===== config.mk =====
export PLATFORM = sky130hd
export DESIGN_NAME = tod_alarm_unit
export DESIGN_NICKNAME = d
export VERILOG_FILES = /design/src/rtl/tod_alarm_pkg.sv /design/src/rtl/tod_alarm_match.sv /design/src/rtl/tod_alarm_regs.sv /design/src/rtl/tod_alarm_irq.sv /design/src/rtl/tod_alarm_unit.sv
export SDC_FILE = /design/constraint.sdc
export NUM_CORES = 1
export LEC_CHECK = 0
export BUFFER_PORTS_ARGS = -buffer_cell sky130_fd_sc_hd__buf_2
export CORE_MARGIN = 1.5
export CORE_UTILIZATION = 56
export CTS_CLUSTER_DIAMETER = 50
export CTS_CLUSTER_SIZE = 28
export DETAILED_ROUTE_END_ITERATION = 7
export HOLD_SLACK_MARGIN = 0.08
export PLACE_DENSITY = 0.84
export SLEW_MARGIN = 30
export SYNTH_ARGS = -nofsm -noshare
export SYNTH_HDL_FRONTEND = slang
export SYNTH_HIERARCHICAL = 1
export SYNTH_SLANG_ARGS = --single-unit

===== constraint.sdc =====
create_clock -name clk -period 2.3 [get_ports clk]
set_input_delay 0.575 -clock clk [delete_from_list [all_inputs] [get_ports clk]]
set_output_delay 0.575 -clock clk [all_outputs]
set_load 0.01 [all_outputs]

===== src/rtl/tod_alarm_pkg.sv =====
package tod_alarm_pkg;

  localparam int NUM_ALARMS = 2;
  localparam int FIELDS     = 4;
  localparam int DW         = 8;
  localparam int AW         = 4;
  localparam int MASK_BIT   = DW - 1;
  localparam int ROUTE_BIT  = 2;
  localparam logic [AW-1:0] CTRL_ADDR = AW'(NUM_ALARMS * FIELDS);
  localparam logic [AW-1:0] STAT_ADDR = AW'(NUM_ALARMS * FIELDS + 1);
  localparam logic [DW-1:0] CTRL_RESET = DW'(1 << ROUTE_BIT);

  // One field agrees if masked or if its value bits equal the live count.
  function automatic logic field_ok(input logic [DW-1:0] areg,
                                    input logic [DW-1:0] live);
    return areg[MASK_BIT] || (areg[MASK_BIT-1:0] == live[MASK_BIT-1:0]);
  endfunction

  function automatic logic [AW-1:0] alarm_addr(input int alarm, input int field);
    return AW'(alarm * FIELDS + field);
  endfunction

endpackage


===== src/rtl/tod_alarm_match.sv =====
module tod_alarm_match
  import tod_alarm_pkg::*;
#(
  parameter int W = DW,
  parameter int F = FIELDS
) (
  input  logic [F-1:0][W-1:0] areg,
  input  logic [F-1:0][W-1:0] live,
  output logic                hit
);

  logic [F-1:0] fld_ok;

  for (genvar f = 0; f < F; f++) begin : g_field
    assign fld_ok[f] = field_ok(areg[f], live[f]);
  end

  assign hit = &fld_ok;

endmodule


===== src/rtl/tod_alarm_regs.sv =====
module tod_alarm_regs
  import tod_alarm_pkg::*;
#(
  parameter int NA = NUM_ALARMS,
  parameter int F  = FIELDS,
  parameter int W  = DW,
  parameter int A  = AW
) (
  input  logic                       clk,
  input  logic                       rst_n,
  input  logic                       we,
  input  logic [A-1:0]               addr,
  input  logic [W-1:0]               wdata,
  input  logic [NA-1:0]              set_flags,
  output logic [NA-1:0][F-1:0][W-1:0] bank,
  output logic [NA-1:0]              ie,
  output logic                       route,
  output logic [NA-1:0]              flags,
  output logic [W-1:0]               rdata
);

  logic ctrl_wr;
  logic stat_wr;

  assign ctrl_wr = we && (addr == CTRL_ADDR);
  assign stat_wr = we && (addr == STAT_ADDR);

  // Alarm bytes deliberately carry no reset.
  always_ff @(posedge clk) begin
    if (we) begin
      for (int a = 0; a < NA; a++) begin
        for (int f = 0; f < F; f++) begin
          if (addr == alarm_addr(a, f)) bank[a][f] <= wdata;
        end
      end
    end
  end

  always_ff @(posedge clk or negedge rst_n) begin
    if (!rst_n) begin
      ie    <= CTRL_RESET[NA-1:0];
      route <= CTRL_RESET[ROUTE_BIT];
    end else if (ctrl_wr) begin
      ie    <= wdata[NA-1:0];
      route <= wdata[ROUTE_BIT];
    end
  end

  // A match in the same cycle as a clearing write wins.
  always_ff @(posedge clk or negedge rst_n) begin
    if (!rst_n) begin
      flags <= '0;
    end else begin
      flags <= (stat_wr ? (flags & wdata[NA-1:0]) : flags) | set_flags;
    end
  end

  always_comb begin
    rdata = '0;
    for (int a = 0; a < NA; a++) begin
      for (int f = 0; f < F; f++) begin
        if (addr == alarm_addr(a, f)) rdata = bank[a][f];
      end
    end
    if (addr == CTRL_ADDR) begin
      rdata[NA-1:0]     = ie;
      rdata[ROUTE_BIT]  = route;
    end
    if (addr == STAT_ADDR) begin
      rdata[NA-1:0] = flags;
    end
  end

endmodule


===== src/rtl/tod_alarm_irq.sv =====
module tod_alarm_irq #(
  parameter int NA = 2
) (
  input  logic [NA-1:0] flags,
  input  logic [NA-1:0] ie,
  input  logic          route,
  input  logic          sqw_in,
  output logic          irq_req,
  output logic          pin_n
);

  assign irq_req = |(flags & ie);
  assign pin_n   = route ? ~irq_req : sqw_in;

endmodule


===== src/rtl/tod_alarm_unit.sv =====
module tod_alarm_unit
  import tod_alarm_pkg::*;
(
  input  logic          clk,
  input  logic          rst_n,
  input  logic          sec_tick,
  input  logic [DW-1:0] live_sec,
  input  logic [DW-1:0] live_min,
  input  logic [DW-1:0] live_hour,
  input  logic [DW-1:0] live_day,
  input  logic          sqw_in,
  input  logic          reg_we,
  input  logic [AW-1:0] reg_addr,
  input  logic [DW-1:0] reg_wdata,
  output logic [DW-1:0] reg_rdata,
  output logic          alarm_int_n
);

  logic [FIELDS-1:0][DW-1:0]             live_vec;
  logic [NUM_ALARMS-1:0][FIELDS-1:0][DW-1:0] bank;
  logic [NUM_ALARMS-1:0]                 hit;
  logic [NUM_ALARMS-1:0]                 set_flags;
  logic [NUM_ALARMS-1:0]                 ie;
  logic [NUM_ALARMS-1:0]                 flags;
  logic                                  route;
  logic                                  irq_req;

  assign live_vec  = {live_day, live_hour, live_min, live_sec};
  assign set_flags = hit & {NUM_ALARMS{sec_tick}};

  for (genvar a = 0; a < NUM_ALARMS; a++) begin : g_alarm
    tod_alarm_match #(.W(DW), .F(FIELDS)) u_match (
      .areg (bank[a]),
      .live (live_vec),
      .hit  (hit[a])
    );
  end

  tod_alarm_regs #(.NA(NUM_ALARMS), .F(FIELDS), .W(DW), .A(AW)) u_regs (
    .clk       (clk),
    .rst_n     (rst_n),
    .we        (reg_we),
    .addr      (reg_addr),
    .wdata     (reg_wdata),
    .set_flags (set_flags),
    .bank      (bank),
    .ie        (ie),
    .route     (route),
    .flags     (flags),
    .rdata     (reg_rdata)
  );

  tod_alarm_irq #(.NA(NUM_ALARMS)) u_irq (
    .flags   (flags),
    .ie      (ie),
    .route   (route),
    .sqw_in  (sqw_in),
    .irq_req (irq_req),
    .pin_n   (alarm_int_n)
  );

endmodule


==> results_dict.tcl, run 1 <==
set metrics [dict create \
    drive_gt1_share_pct 36.2 \
    end_kind "primary output" \
    layoutNonFillerInstCount 445 \
    netlist_area_um2 3540 \
    hold_class "in2reg" \
    muxShareOfSynthArea_pct 7.52 \
    postRouteAntennaNets 0 \
    antenna_found_initial 0 \
    clock_sinks 69 \
    power_density_nw_per_um2 668 \
    fp.coreArea_um2 6030 \
    start_kind "flop" \
    die_area_um2 6820 \
    synth_compound_area_share_pct 9.14 \
    layout_common_cells "edfxtp_1, buf_2, buf_4" \
    yosysWarnings 6 \
    syn_area_per_cell_um2 13.0 \
    worstSetupPathType "reg2out" \
    p_leak_nw 1.71 \
    final_nets 414 \
    vias_per_cell 6.12 \
    drt-initial-drc-count 251 \
    clk_pin_slew_worst_paths_ns 0.08 \
    synthDominantCellAreaShare_pct 54.2 \
    drcViolationCount 0 \
    netlist_instances 272 \
    layout_min_cycle_time_ns 2.35 \
    synth_top_family_by_area "XOR/XNOR gates" \
    worstPathCellList "mux4_2 > a221oi_2 > a311oi_2 > buf_2" \
    synth-xor-area-share_pct 13.8 \
    slew_headroom_pct 72.9 \
    dr.pass1.iters 5 \
    power_mw 3.02 \
    synth_fp_nets 321 \
    period_share_pct 102 \
    first_global_vias 2737 \
    grt_max_degree 13 \
    fillers 398 \
    seqCellArea_um2 2050 \
    async_reset_ff_share_pct 7.25 \
    rsz0062_at_grt "true" \
    layout_commonest_cell "edfxtp_1" \
    ys_ff_latch 69 \
    ys.flop_type "edfxtp_1" \
    multi_input_area_um2 1520 \
    drt_wl_total_mm 9.41 \
    port_buffers 53 \
    synth_simple_gate_area_share_pct 9.99 \
    n_antenna_cell 0 \
    max_freq_mhz 425 \
    crit_fanout 2 \
    grt_pass1_wl_mm 14.0 \
    grt_overflow 0 \
    failed_checks "setup timing" \
    die_h_um 82.6 \
    placementRows 28 \
    clk-insertion-delay-late_ns 0.35 \
    critPathSlowestCell "mux4_2" \
    crit_arrival_ns 1.78 \
    cts_tree "yes" \
    final-setup-viol-count 3 \
    ir_drop_mv 0.544 \
    synth_adder_area_share_pct 0 \
    wl_per_cell_um 21.2 \
    grt_usage_pct 29.6 \
    start_util_pct 58.8 \
    final_util_pct 75.1 \
    seq_area_frac_synth_pct 57.8 \
    slew_violations 0 \
    cap_violations 0 \
    syn2layout_area_growth_pct 27.6 \
    worst_slack_ns -0.0546 \
    synth_cell_type_count 40 \
    place_ws_ns -0.221 \
    worstMarginPinSlew_ns 0.403 \
    io_pins 58 \
    synth_area_leaders "edfxtp_1, xor2_1, xnor2_1" \
    cts_htree_levels 3 \
    cts_root_buf "clkbuf_8" \
    finClkSkew_ns 0.0124 \
    status "complete, but fails checks" \
    yosysTopAreaCell "edfxtp_1" \
    hold_viol 0 \
    cts_made_buffers 9 \
    dp.cells 424 \
    max_stage_delay_ns 0.50 \
    synth_edf_count 64 \
    worstPathRequired_ns 1.73 \
    die_x_um 82.6 \
    dp_hpwl_mm 7.09 \
    clk_path_buf_depth 2 \
    gp_congestion 0.917 \
    vias 2725 \
]
==> power by group <==
group	total [mW]	leakage [nW]	switching [mW]	internal, mW
sequential	1.45	0.636	0.0329	1.42
combinational	0.396	0.953	0.203	0.192
clock	1.18	0.123	0.462	0.716
==> worst paths after layout <==
check	from	end	slack, ns	cells after the start
max	u_regs/bank[24]$_DFFE_PP_	reg_rdata[0]	-0.05	4
min	sec_tick	u_regs/flags[1]$_DFF_PN0_	0.52	3
max reg2reg	u_regs/bank[25]$_DFFE_PP_	u_regs/flags[0]$_DFF_PN0_	0.31	9
min reg2reg	u_regs/ie[0]$_DFFE_PN0P_	u_regs/ie[0]$_DFFE_PN0P_	0.56	1
max in group asynchronous	rst_n	u_regs/route$_DFFE_PN1P_	1.53	2
min in group asynchronous	rst_n	u_regs/flags[0]$_DFF_PN0_	0.56	2
==> worst max-delay path: cells and delay by family (launching register included) <==
family                 cells  cell delay (ns)
muxes                      1             0.50
AOI/OAI and AO/OA          2             0.36
DFF                        1             0.42
buffers and inverters      1             0.15
==> state kept, by name, indices dropped and copies added (netlist names) <==
signal / cells
u_regs/ie: 2
u_regs/route: 1
u_regs/bank: 64
u_regs/flags: 2
==> metal layers <==
layer / part of all wire [%] / track usage [%]
met3: 7.6 / 5.16
met5: 0 / 0
met4: 2.1 / 13.5
met1: 40 / 38.8
met2: 50 / 48.0
==> cell type report <==
type | instances | share of cell area, %
flip-flops and latches | 69 | 45.3
multi-input cells | 191 | 33.7
clock inverters | 7 | 2.52
repair buffers | 91 | 13.4
inverters | 3 | 0.249
clock buffers | 9 | 2.74
well taps | 75 | 2.07
==> per-stage QoR <==
stage	setup TNS [ns]	cell area (um^2)	hold WS, ns
final	-0.109	4520	0.517
after global routing	-0.318	4520	0.529
after CTS	-0.167	4450	0.508
after detailed placement	-1.27	4130	0.391
after global placement	-1.19	4130	0.389
after floorplan	0	3560	0.279
==> timing repair <==
item | in CTS | in global routing
pin swaps | 4 | 2
cloned | 0 | 0
resized for setup | 16 | 13
endpoints found under the setup margin | 8 | 8
hold buffers | 1 | 0
buffers inserted | 2 | 2
endpoints found under the hold margin | 4 | 0
==> synthesized netlist by cell type (all sizes together) (2+ instances only) <==
master and count:
or3 2, nand2b 8, nand4bb 2, mux2 7, a21oi 8, clkbuf 3, buf 6, nor2 16
o21ai 6, nor3 3, a221oi 2, a41oi 8, xor2 32, nor3b 2, xnor2 24, and2 2
o22ai 7, dfrtp 4, a311oi 3, edfxtp 64, mux2i 12, o22a 3, nand2 14, nor4 10
inv 3, a31oi 3, mux4 3, nor2b 5
==> logic make-up after synthesis <==
kind of cell           count (synthesis)
multiplexers                          22
AND/OR/NAND/NOR                       67
AO/OA/AOI/OAI                         46
XOR/XNOR                              56
buffers and inverters                 12
flip-flops                            69
Note: power is estimated with default switching activity, not from simulation.
==> inputs of run 2 (changes only) <==
--- a/config.mk
+++ b/config.mk
@@ -13,6 +13,7 @@
 export DETAILED_ROUTE_END_ITERATION = 7
 export HOLD_SLACK_MARGIN = 0.08
 export PLACE_DENSITY = 0.84
+export REMOVE_ABC_BUFFERS = 1
 export SLEW_MARGIN = 30
 export SYNTH_ARGS = -nofsm -noshare
 export SYNTH_HDL_FRONTEND = slang
==> results_dict.tcl, run 2 (synthesis results as in run 1) <==
set metrics [dict create \
    drive_gt1_share_pct 39.0 \
    largest_register_ffs 64 \
    port_buffers 53 \
    clk-insertion-delay-late_ns 0.36 \
    layout_min_cycle_time_ns 2.37 \
    end_kind "primary output" \
    status "complete, but fails checks" \
    cts_htree_levels 3 \
    max_stage_delay_ns 0.51 \
    clock_sinks 69 \
    vias_per_cell 6.25 \
    clk_pin_slew_worst_paths_ns 0.08 \
    die_h_um 82.6 \
    ir_drop_mv 0.463 \
    start_kind "flop" \
    hold_class "in2reg" \
    cts_made_buffers 9 \
    start_util_pct 58.8 \
    cts_root_buf "clkbuf_8" \
    period_share_pct 103 \
    path_buf_inv 1 \
    worstPathRequired_ns 1.73 \
    vias 2823 \
    first_global_vias 2730 \
    final_util_pct 76.6 \
    hold_viol 0 \
    crit_family "multiplexers" \
    worstMarginPinSlew_ns 0.484 \
    clk_path_buf_depth 2 \
    drt_wl_total_mm 10.0 \
    place_ws_ns -0.165 \
    postRouteAntennaNets 0 \
    layout_commonest_cell "edfxtp_1" \
    fillers 370 \
    io_pins 58 \
    worstSetupPathType "reg2out" \
    cts_tree "yes" \
    wl_per_cell_um 22.2 \
    power_density_nw_per_um2 614 \
    grt_max_degree 16 \
    crit_arrival_ns 1.79 \
    slew_headroom_pct 67.5 \
    p_leak_nw 1.74 \
    dr.pass1.iters 5 \
    layout_common_cells "edfxtp_1, buf_2, buf_4" \
    final-setup-viol-count 2 \
    rsz0062_at_grt "true" \
    syn2layout_area_growth_pct 30.3 \
    slew_violations 0 \
    die_area_um2 6820 \
    crit_fanout 2 \
    fp.coreArea_um2 6030 \
    die_x_um 82.6 \
    critPathSlowestCell "mux4_2" \
    worstPathCellList "mux4_2 > a221oi_2 > a311oi_1 > buf_2" \
    finClkSkew_ns 0.0115 \
    dp_hpwl_mm 7.00 \
    cap_violations 0 \
    worst_slack_ns -0.0675 \
    top_register "u_regs/bank" \
    n_antenna_cell 0 \
    largestRegisters "u_regs/bank: 64 flops, u_regs/flags: 2 flops, u_regs/ie: 2 flops" \
    max_freq_mhz 422 \
    final_nets 421 \
    failed_checks "setup timing" \
    grt_pass1_wl_mm 14.4 \
    gp_congestion 0.897 \
    drt-initial-drc-count 354 \
    grt_usage_pct 31.0 \
    placementRows 28 \
    grt_overflow 0 \
    drcViolationCount 0 \
    power_mw 2.84 \
    antenna_found_initial 0 \
]
run 2: final cells by class:
type                            count  area, um^2  area share (%)
Multi-Input combinational cell    191        1570            34.0
Timing Repair Buffer               98         702            15.2
Clock buffer                       10         128            2.76
Tap cell                           75        93.8            2.03
Clock inverter                      6        63.8            1.38
Sequential cell                    69        2050            44.4
Inverter                            3        11.3           0.244
run 2: worst paths after layout:
path	slack [ns]	endpoint	start	cells past startpoint
max in group asynchronous	1.52	u_regs/route$_DFFE_PN1P_	rst_n	2
min in group asynchronous	0.57	u_regs/ie[1]$_DFFE_PN0P_	rst_n	2
worst min-delay path	0.52	u_regs/bank[14]$_DFFE_PP_	reg_wdata[6]	1
worst max-delay path	-0.07	reg_rdata[0]	u_regs/bank[24]$_DFFE_PP_	4
worst max register to register	0.18	u_regs/flags[0]$_DFF_PN0_	u_regs/bank[24]$_DFFE_PP_	8
worst min register to register	0.56	u_regs/ie[1]$_DFFE_PN0P_	u_regs/ie[1]$_DFFE_PN0P_	1
run 2: power breakdown:
group | switching (mW) | total (mW) | internal, mW | leakage [nW]
Sequential | 0.0325 | 1.45 | 1.42 | 0.636
Combinational | 0.220 | 0.429 | 0.208 | 1.01
Clock | 0.459 | 0.958 | 0.498 | 0.0923
Total | 0.712 | 2.84 | 2.12 | 1.74
run 2: worst register-to-register path, stage by stage (launching register included):
cell	delay [ns]
edfxtp_1	0.42
buf_4	0.15
buf_4	0.12
xor2_1	0.13
nor4_1	0.31
a41oi_1	0.17
nor4_1	0.48
and2_1	0.19
nand2b_1	0.09
run 2: routing by layer:
layer / global-route usage, % / up-vias / wire (um)
met5: 0 / - / 0
met4: 15.3 / 0 / 321
met3: 5.82 / 30 / 863
met2: 50.7 / 172 / 4940
met1: 39.5 / 1390 / 3900
li1: - / 1231 / -
run 2: timing repair:
| action | in CTS | in global routing |
|---|---|---|
| endpoints found under the hold margin | 4 | 0 |
| gates resized for setup | 20 | 26 |
| pin swaps | 5 | 3 |
| buffers inserted | 3 | 9 |
| setup endpoints to repair | 8 | 8 |
| gates cloned | 1 | 1 |
| hold buffers | 1 | 0 |
run 2: through the flow:
step | instances | instance area, um^2 | TNS (ns) | hold slack (ns)
6_report | 452 | 4620 | -0.125 | 0.517
5_1_grt | 452 | 4620 | -0.239 | 0.517
3_3_place_gp | 421 | 4120 | -1.06 | 0.387
4_1_cts | 442 | 4430 | -0.0783 | 0.492
2_1_floorplan | 263 | 3490 | 0 | 0.279
3_5_place_dp | 421 | 4120 | -1.17 | 0.394
